===== src/rtl/gop_pkg.sv =====
`timescale 1ns/1ps
package gop_pkg;
    typedef enum logic {
        FT_P = 1'b0,
        FT_I = 1'b1
    } ftype_e;
endpackage


===== src/rtl/gop_edge_det.sv =====
`timescale 1ns/1ps
module gop_edge_det (
    input  logic clk,
    input  logic rst_n,
    input  logic lvl_i,
    output logic rise_o
);
    logic prev_d, prev_q;

    always_comb begin
        prev_d = lvl_i;
    end

    always_ff @(posedge clk or negedge rst_n) begin
        if (!rst_n) prev_q <= 1'b0;
        else        prev_q <= prev_d;
    end

    assign rise_o = lvl_i & ~prev_q;
endmodule


===== src/rtl/gop_qp_sat.sv =====
`timescale 1ns/1ps
module gop_qp_sat #(
    parameter int QP_W   = 6,
    parameter int QP_MAX = 51
) (
    input  logic [QP_W-1:0] qp_i,
    output logic [QP_W-1:0] qp_o
);
    localparam logic [QP_W-1:0] LIMIT = QP_W'(QP_MAX);

    always_comb begin
        qp_o = (qp_i > LIMIT) ? LIMIT : qp_i;
    end
endmodule


===== src/rtl/gop_seq.sv =====
`timescale 1ns/1ps
module gop_seq
    import gop_pkg::*;
#(
    parameter int PCNT_W = 8,
    parameter int QP_W   = 6,
    parameter int QP_MAX = 51
) (
    input  logic              clk,
    input  logic              rst_n,
    input  logic              rise_i,
    input  logic              force_i,
    input  logic [PCNT_W-1:0] run_i,
    input  logic [QP_W-1:0]   qp_sat_i,
    output ftype_e            ftype_o,
    output logic [QP_W-1:0]   qp_o,
    output logic [PCNT_W-1:0] idx_o,
    output logic              go_o
);
    localparam int IDX_W = PCNT_W;

    typedef struct packed {
        ftype_e             ftype;
        logic [QP_W-1:0]    qp;
        logic [IDX_W-1:0]   idx;
        logic [PCNT_W-1:0]  left;
        logic               pend;
        logic               started;
        logic               go;
    } st_t;

    st_t st_d, st_q;
    logic need_i;

    always_comb begin
        st_d   = st_q;
        need_i = !st_q.started || st_q.pend || force_i || (st_q.left == '0);
        st_d.go = 1'b0;
        if (rise_i) begin
            st_d.go      = 1'b1;
            st_d.started = 1'b1;
            st_d.pend    = 1'b0;
            st_d.qp      = qp_sat_i;
            if (need_i) begin
                st_d.ftype = FT_I;
                st_d.idx   = '0;
                st_d.left  = run_i;
            end else begin
                st_d.ftype = FT_P;
                st_d.idx   = st_q.idx + IDX_W'(1);
                st_d.left  = st_q.left - PCNT_W'(1);
            end
        end else begin
            st_d.pend = st_q.pend | force_i;
        end
    end

    always_ff @(posedge clk or negedge rst_n) begin
        if (!rst_n) begin
            st_q.ftype   <= FT_I;
            st_q.qp      <= '0;
            st_q.idx     <= '0;
            st_q.left    <= '0;
            st_q.pend    <= 1'b0;
            st_q.started <= 1'b0;
            st_q.go      <= 1'b0;
        end else begin
            st_q <= st_d;
        end
    end

    assign ftype_o = st_q.ftype;
    assign qp_o    = st_q.qp;
    assign idx_o   = st_q.idx;
    assign go_o    = st_q.go;

    AST_FIRST_INTRA: assert property (@(posedge clk) disable iff (!rst_n)
        (rise_i && !st_q.started) |=> (st_q.ftype == FT_I));
    AST_ZERO_LEFT: assert property (@(posedge clk) disable iff (!rst_n)
        (rise_i && st_q.left == '0) |=> (st_q.ftype == FT_I));
    AST_QP_RANGE: assert property (@(posedge clk) disable iff (!rst_n)
        st_q.qp <= QP_W'(QP_MAX));
    AST_FORCE_TAKEN: assert property (@(posedge clk) disable iff (!rst_n)
        (rise_i && (st_q.pend || force_i)) |=> (st_q.ftype == FT_I));
    AST_IDX_ZERO_ON_I: assert property (@(posedge clk) disable iff (!rst_n)
        rise_i |=> ((st_q.ftype == FT_I) == (st_q.idx == '0)));
    AST_HOLD: assert property (@(posedge clk) disable iff (!rst_n)
        !rise_i |=> ($stable(st_q.ftype) && $stable(st_q.qp) && $stable(st_q.idx)));
    AST_GO_PULSE: assert property (@(posedge clk) disable iff (!rst_n)
        st_q.go |=> !st_q.go);
endmodule


===== src/rtl/gop_ctrl.sv =====
`timescale 1ns/1ps
module gop_ctrl
    import gop_pkg::*;
#(
    parameter int PCNT_W = 8,
    parameter int QP_W   = 6,
    parameter int QP_MAX = 51
) (
    input  logic              clk,
    input  logic              rst_n,
    input  logic              frm_start,
    input  logic              force_intra,
    input  logic [PCNT_W-1:0] p_run,
    input  logic [QP_W-1:0]   qp_in,
    output logic              is_intra,
    output logic [QP_W-1:0]   qp_out,
    output logic [PCNT_W-1:0] frame_idx,
    output logic              frame_go
);
    logic            rise;
    logic [QP_W-1:0] qp_sat;
    ftype_e          ftype;

    gop_edge_det u_edge (
        .clk    (clk),
        .rst_n  (rst_n),
        .lvl_i  (frm_start),
        .rise_o (rise)
    );

    gop_qp_sat #(.QP_W(QP_W), .QP_MAX(QP_MAX)) u_sat (
        .qp_i (qp_in),
        .qp_o (qp_sat)
    );

    gop_seq #(.PCNT_W(PCNT_W), .QP_W(QP_W), .QP_MAX(QP_MAX)) u_seq (
        .clk      (clk),
        .rst_n    (rst_n),
        .rise_i   (rise),
        .force_i  (force_intra),
        .run_i    (p_run),
        .qp_sat_i (qp_sat),
        .ftype_o  (ftype),
        .qp_o     (qp_out),
        .idx_o    (frame_idx),
        .go_o     (frame_go)
    );

    assign is_intra = (ftype == FT_I);

    AST_GO_ON_EDGE: assert property (@(posedge clk) disable iff (!rst_n)
        (frm_start && $past(frm_start)) |=> !frame_go);
endmodule


===== config.mk =====
export PLATFORM = sky130hd
export DESIGN_NAME = gop_ctrl
export DESIGN_NICKNAME = d
export VERILOG_FILES = /design/src/rtl/gop_pkg.sv /design/src/rtl/gop_edge_det.sv /design/src/rtl/gop_qp_sat.sv /design/src/rtl/gop_seq.sv /design/src/rtl/gop_ctrl.sv
export SDC_FILE = /design/constraint.sdc
export NUM_CORES = 1
export LEC_CHECK = 0
export BUFFER_PORTS_ARGS = -buffer_cell sky130_fd_sc_hd__buf_2
export CORE_ASPECT_RATIO = 0.8
export CORE_MARGIN = 5
export CORE_UTILIZATION = 50
export CTS_BUF_LIST = sky130_fd_sc_hd__clkbuf_8
export CTS_CLUSTER_DIAMETER = 50
export DETAILED_ROUTE_END_ITERATION = 8
export GPL_TIMING_DRIVEN = 0
export PLACE_DENSITY = 0.78
export RECOVER_POWER = 50
export SKIP_CTS_REPAIR_TIMING = 1
export SYNTH_ARGS = -nofsm -noshare
export SYNTH_HDL_FRONTEND = slang
export SYNTH_SLANG_ARGS = --single-unit

===== constraint.sdc =====
create_clock -name clk -period 1.61 [get_ports clk]
set_input_delay 0.161 -clock clk [delete_from_list [all_inputs] [get_ports clk]]
set_output_delay 0.161 -clock clk [all_outputs]
set_load 0.1 [all_outputs]

-- Word-level counts from Yosys, hierarchy flattened
Index checks and enable logic that the tools add are counted.
- order comparisons: 1
- reduce and logical (&&, ||, !) cells: 5
- multiplexer cells: 5
- bitwise logic cells: 3
- add/subtract/negate cells: 2
- operators with widths (operator ; count):
    2-to-1 mux 16 bit ; 1
    adder 8 x 1 -> 8 bit (second input constant) ; 1
    logical NOT 8 bit ; 1
    subtractor 8 x 1 -> 8 bit (second input constant) ; 1
    greater-than comparator 6 bit (second input constant) ; 1
    2-to-1 mux 6 bit ; 1
    logical OR 1 bit ; 3
    2-to-1 mux 1 bit ; 3
    AND 1 bit ; 1
    logical NOT 1 bit ; 1
    inverter 1 bit ; 1
    OR 1 bit ; 1
- bits of input ports: 18
- output and inout port bits: 16
- register bits after elaboration: 27

-- Depth between registers and ports, before layout
- word-level depth: 5
- gate-level depth with buffers: 7

-- Hierarchy
A second synthesis with hierarchy kept.
- cell total of the unflattened synthesis: 125
- area total of the unflattened synthesis: 1422.6 µm²
- modules (own cells, without submodules) (module ; times used ; area each (µm²) ; sequential area each (µm²) ; cells each):
    gop_seq ; 1 ; 1336.3 ; 651.9 ; 116
    gop_qp_sat ; 1 ; 47.5 ; 0.0 ; 7
    gop_edge_det ; 1 ; 38.8 ; 25.0 ; 2

-- Worst setup path before layout
No wires, ideal clock.
- path type: reg2reg
- from: register u_seq.st_q[2] in the netlist's numbering
- to: register u_seq.st_q[6] in the netlist's numbering
- stages on the path, launching flop included: 7
- period minus slack after synthesis: 1.586 ns
- slack: 0.024 ns
- buffers on the path: 2
- setup time: 0.135 ns
- arrival time: 1.451 ns
- cells stage by stage: dfrtp_1 > or3b_1 > buf_2 > a21oi_4 > buf_6 > a21oi_1 > a2bb2oi_2
- cells in the longest elaborated chain, start to end: 4
- RTL lines (what ; RTL line ; source):
    start: declaration ; gop_seq.sv:32 ; st_t st_d, st_q;
    start signal: assignment ; gop_seq.sv:68 ; st_q <= st_d;
    logical OR 1 bit (3 in series) ; gop_seq.sv:37 ; need_i = !st_q.started || st_q.pend || force_i || (st_q.left == '0);
    2-to-1 mux 16 bit ; gop_seq.sv:44 ; if (need_i) begin
Every way passes these cells.
A chain may end at the register's enable or synchronous reset.

-- Worst setup path in the final report
- from: register u_seq.st_q[4] in the netlist's numbering
- to: register u_seq.st_q[7] in the netlist's numbering
- cells in the longest elaborated chain, start to end: 3
- elaborated cells on any way between the ends: 4
- those cells by class: add/sub (1); mux (1); reduce/logical (2)
- RTL lines (what ; RTL line):
    parallel branches: the longest is 2 deep, another holds subtractor 8 x 1 -> 8 bit ; n/a
    2-to-1 mux 16 bit (*) ; gop_seq.sv:44
Every way passes the cells marked *.

==> impl_metrics.ini <==
[outcome]
status = complete, but fails checks
violations = negative setup slack

[yosys]
synth_cell_types = 46
syn_nets = 172
postSynthAreaPerCell_um2 = 9.836
syn_area_um2 = 1485
synth_edf_count = 0
yosys.area_share.xor_xnor_pct = 1.769
yosys.area_share.adder_pct = 2.527
synth_flop_cell = dfrtp_1
synth_largest_area_cell = dfrtp_1
muxShareOfSynthArea_pct = 1.348
yosys.area.top_type_share_pct = 43.81
synthSimpleGateAreaFrac_pct = 19.46
yosys_warnings = 0
synth_area_leaders = dfrtp_1 44%, buf_4 7.1%, nand2_1 4.0%, a2bb2oi_2 3.0%, ha_1 2.5%
synth_compound_area_share_pct = 18.20
syn_inst = 151
synth_top_family_by_area = simple AND/OR/NAND/NOR gates
synthArstFlopShare_pct = 100.0
ys_ff_latch = 27
ys_seq_area_share_pct = 45.58

[global_route]
grt_max_degree = 28
grt_first_pass_wirelength_um = 5237
grt_pass1_vias = 1207
overflow = 0
antenna_found_initial = 0
track_usage_pct = 15.76

[floorplanning]
fp.dieH_um = 58.75
core_area_um2 = 2808
dieArea_um2 = 4167
initial_core_util_pct = 52.90
ioPinCount = 34
die_w_um = 70.94
num_rows = 17

[sta]
tightestPinTransition_ps = 671.5
relSlewSlack_pct = 55.23
hold_slack_ps = 21.82
finalClockSkew_ps = 3.330
min_period_ps = 1703
fmax_mhz = 587.2
rsz0062_at_grt = true
final-hold-violation-count = 0
tns_ps = -1010
final-setup-viol-count = 17
final.period_utilization_pct = 105.8
worst_slack_ps = -93.14
slew_violations = 0

[setup_path]
r2r-start = u_seq.st_q[4]
endpoint = u_seq.st_q[7]
cp-start-kind = flop
criticalPathCategory = reg -> reg
r2r_setup_slack_ps = -90
reg2reg_depth = 7
arrival_ps = 1870
crit_path_start = u_seq.st_q[4]
worstPathMaxFanout = 5
cp-end-kind = flop
reg2reg_to = u_seq.st_q[7]
required_ps = 1780

[pwr]
ir_worst_vdd_mv = 0.8430
power_switching_share_pct = 37.42
intPower_w = 0.001126
p_per_area_nw_per_um2 = 953.2
p_comb_share_pct = 32.9
netSwitchingPower_w = 0.0006734
seqPwrFrac_pct = 45.6
p_leak_nw = 0.8871
power.total_w = 0.001800
clkPwrFrac_pct = 21.5

[route]
wl_um = 3384
wl_per_cell_um = 14.34
avgViaCountPerCell = 5.347
wl_met1_um = 1432
dr_total_vias = 1262
drc = 0
drtAntennaViolNets = 0
met2WireLength_um = 1709
wl_met3_um = 215
dr.pass1.iters = 4
top_layer = met4
drt_iter0_markers = 103

[clocking]
cts.root.buffer_cell = clkbuf_8
cts_max_level = 1
clk_pin_slew_ps = 90
cts.sinks = 27
cts_tree = done
clk_latency_ps = 280
cts_buffers = 3
clk_path_buf_depth = 2

[finish]
layout_commonest_cell = buf_2
syn_to_final_growth_pct = 27.13
multi_input_area_um2 = 700.7
ff_latch_area_um2 = 676.9
mostFrequentLayoutCells = 33 x buf_2, 26 x dfrtp_1, 19 x buf_4
final_util_pct = 67.25
antenna_cells = 0
layout.nets = 220
drive_above_1_share_pct = 41.92
fillers = 230

[place]
dp.final_hpwl_um = 2326
port_buffers = 33
gp_congestion = 0.8188

[min_path]
min_path_type = in -> reg

[flow_run]
maxCapViolCount = 0
final cells by class:
cell class	count	share of cell area [%]
multi-input combinational	98	37.11
sequential	27	35.85
timing repair buffer	42	12.99
buffer	20	7.753
tap	38	2.518
clock buffer	3	2.187
inverter	7	1.392
clock inverter	1	0.1988
cells by family (layout without fill, tap and decap cells):
| kind of cell | count (synthesis) | count (layout) |
|---|---|---|
| muxes | 2 | 2 |
| and+or+nand+nor | 53 | 53 |
| buffers and inverters | 27 | 73 |
| AOI/OAI and AO/OA | 36 | 37 |
| DFF | 27 | 27 |
| adders and majority gates | 3 | 3 |
| xor gates and xnor gates | 3 | 3 |
metal layers:
| layer | GRT usage (%) | up-vias |
|---|---|---|
| met2 | 28.53 | 41 |
| met1 | 18.25 | 602 |
| met4 | 4.021 | 0 |
| met3 | 4.949 | 4 |
| met5 | 0 | - |
| li1 | - | 615 |
worst min path at each step:
| stage | from | end | slack (ps) | cells past startpoint |
|---|---|---|---|---|
| 2_1_floorplan | rst_n | u_edge.prev_q | -130 | 0 |
| 3_3_place_gp | rst_n | u_seq.st_q[1] | 190 | 1 |
| 5_1_grt | frm_start | u_edge.prev_q | 30 | 1 |
| 6_report | frm_start | u_edge.prev_q | 20 | 1 |
| 3_5_place_dp | rst_n | u_seq.st_q[1] | 200 | 1 |
| 4_1_cts | rst_n | u_seq.st_q[1] | -100 | 1 |
flip-flops by register name, indices dropped and copies added (netlist names):
signal,cells
u_seq.st_q,10
u_edge.prev_q,1
u_seq.go_o,1
u_seq.qp_o,6
u_seq.ftype_o,1
u_seq.idx_o,8
power by group through the flow:
| stage | clock, W | combinational [W] | sequential, W |
|---|---|---|---|
| final | 0.000387 | 0.000593 | 0.000820 |
| after global routing | 0.000422 | 0.000631 | 0.000831 |
| after CTS | 0.000386 | 0.000526 | 0.000812 |
| after detailed placement | 0 | 0.000525 | 0.000825 |
| after global placement | 0 | 0.000515 | 0.000820 |
| after floorplan | 0 | 0.000399 | 0.000842 |
cell usage after synthesis (3+ instances only):
cell / instances
a21oi_1: 6
a2bb2oi_2: 3
buf_2: 3
buf_4: 14
dfrtp_1: 26
ha_1: 3
inv_1: 7
nand2_1: 16
nand2b_1: 5
nand3_1: 6
nor2_1: 10
o21ai_0: 3
o21ai_1: 7
worst max-delay path, stage by stage (launching register included):
cell and delay (ps):
dfrtp_1 440, inv_2 110, ha_4 140, nor4b_4 330, a21oi_4 150, buf_6 160, a32oi_1 170, o21ai_1 90
through the flow:
step,cells,instance area (um2),setup slack (ps)
2_1_floorplan,151,1485,23.83
3_3_place_gp,222,1698,-110.8
3_5_place_dp,222,1698,-130.0
4_1_cts,226,1743,-143.1
5_1_grt,236,1888,-146.9
6_report,236,1888,-93.14
Power figures use the tool's default switching activity.
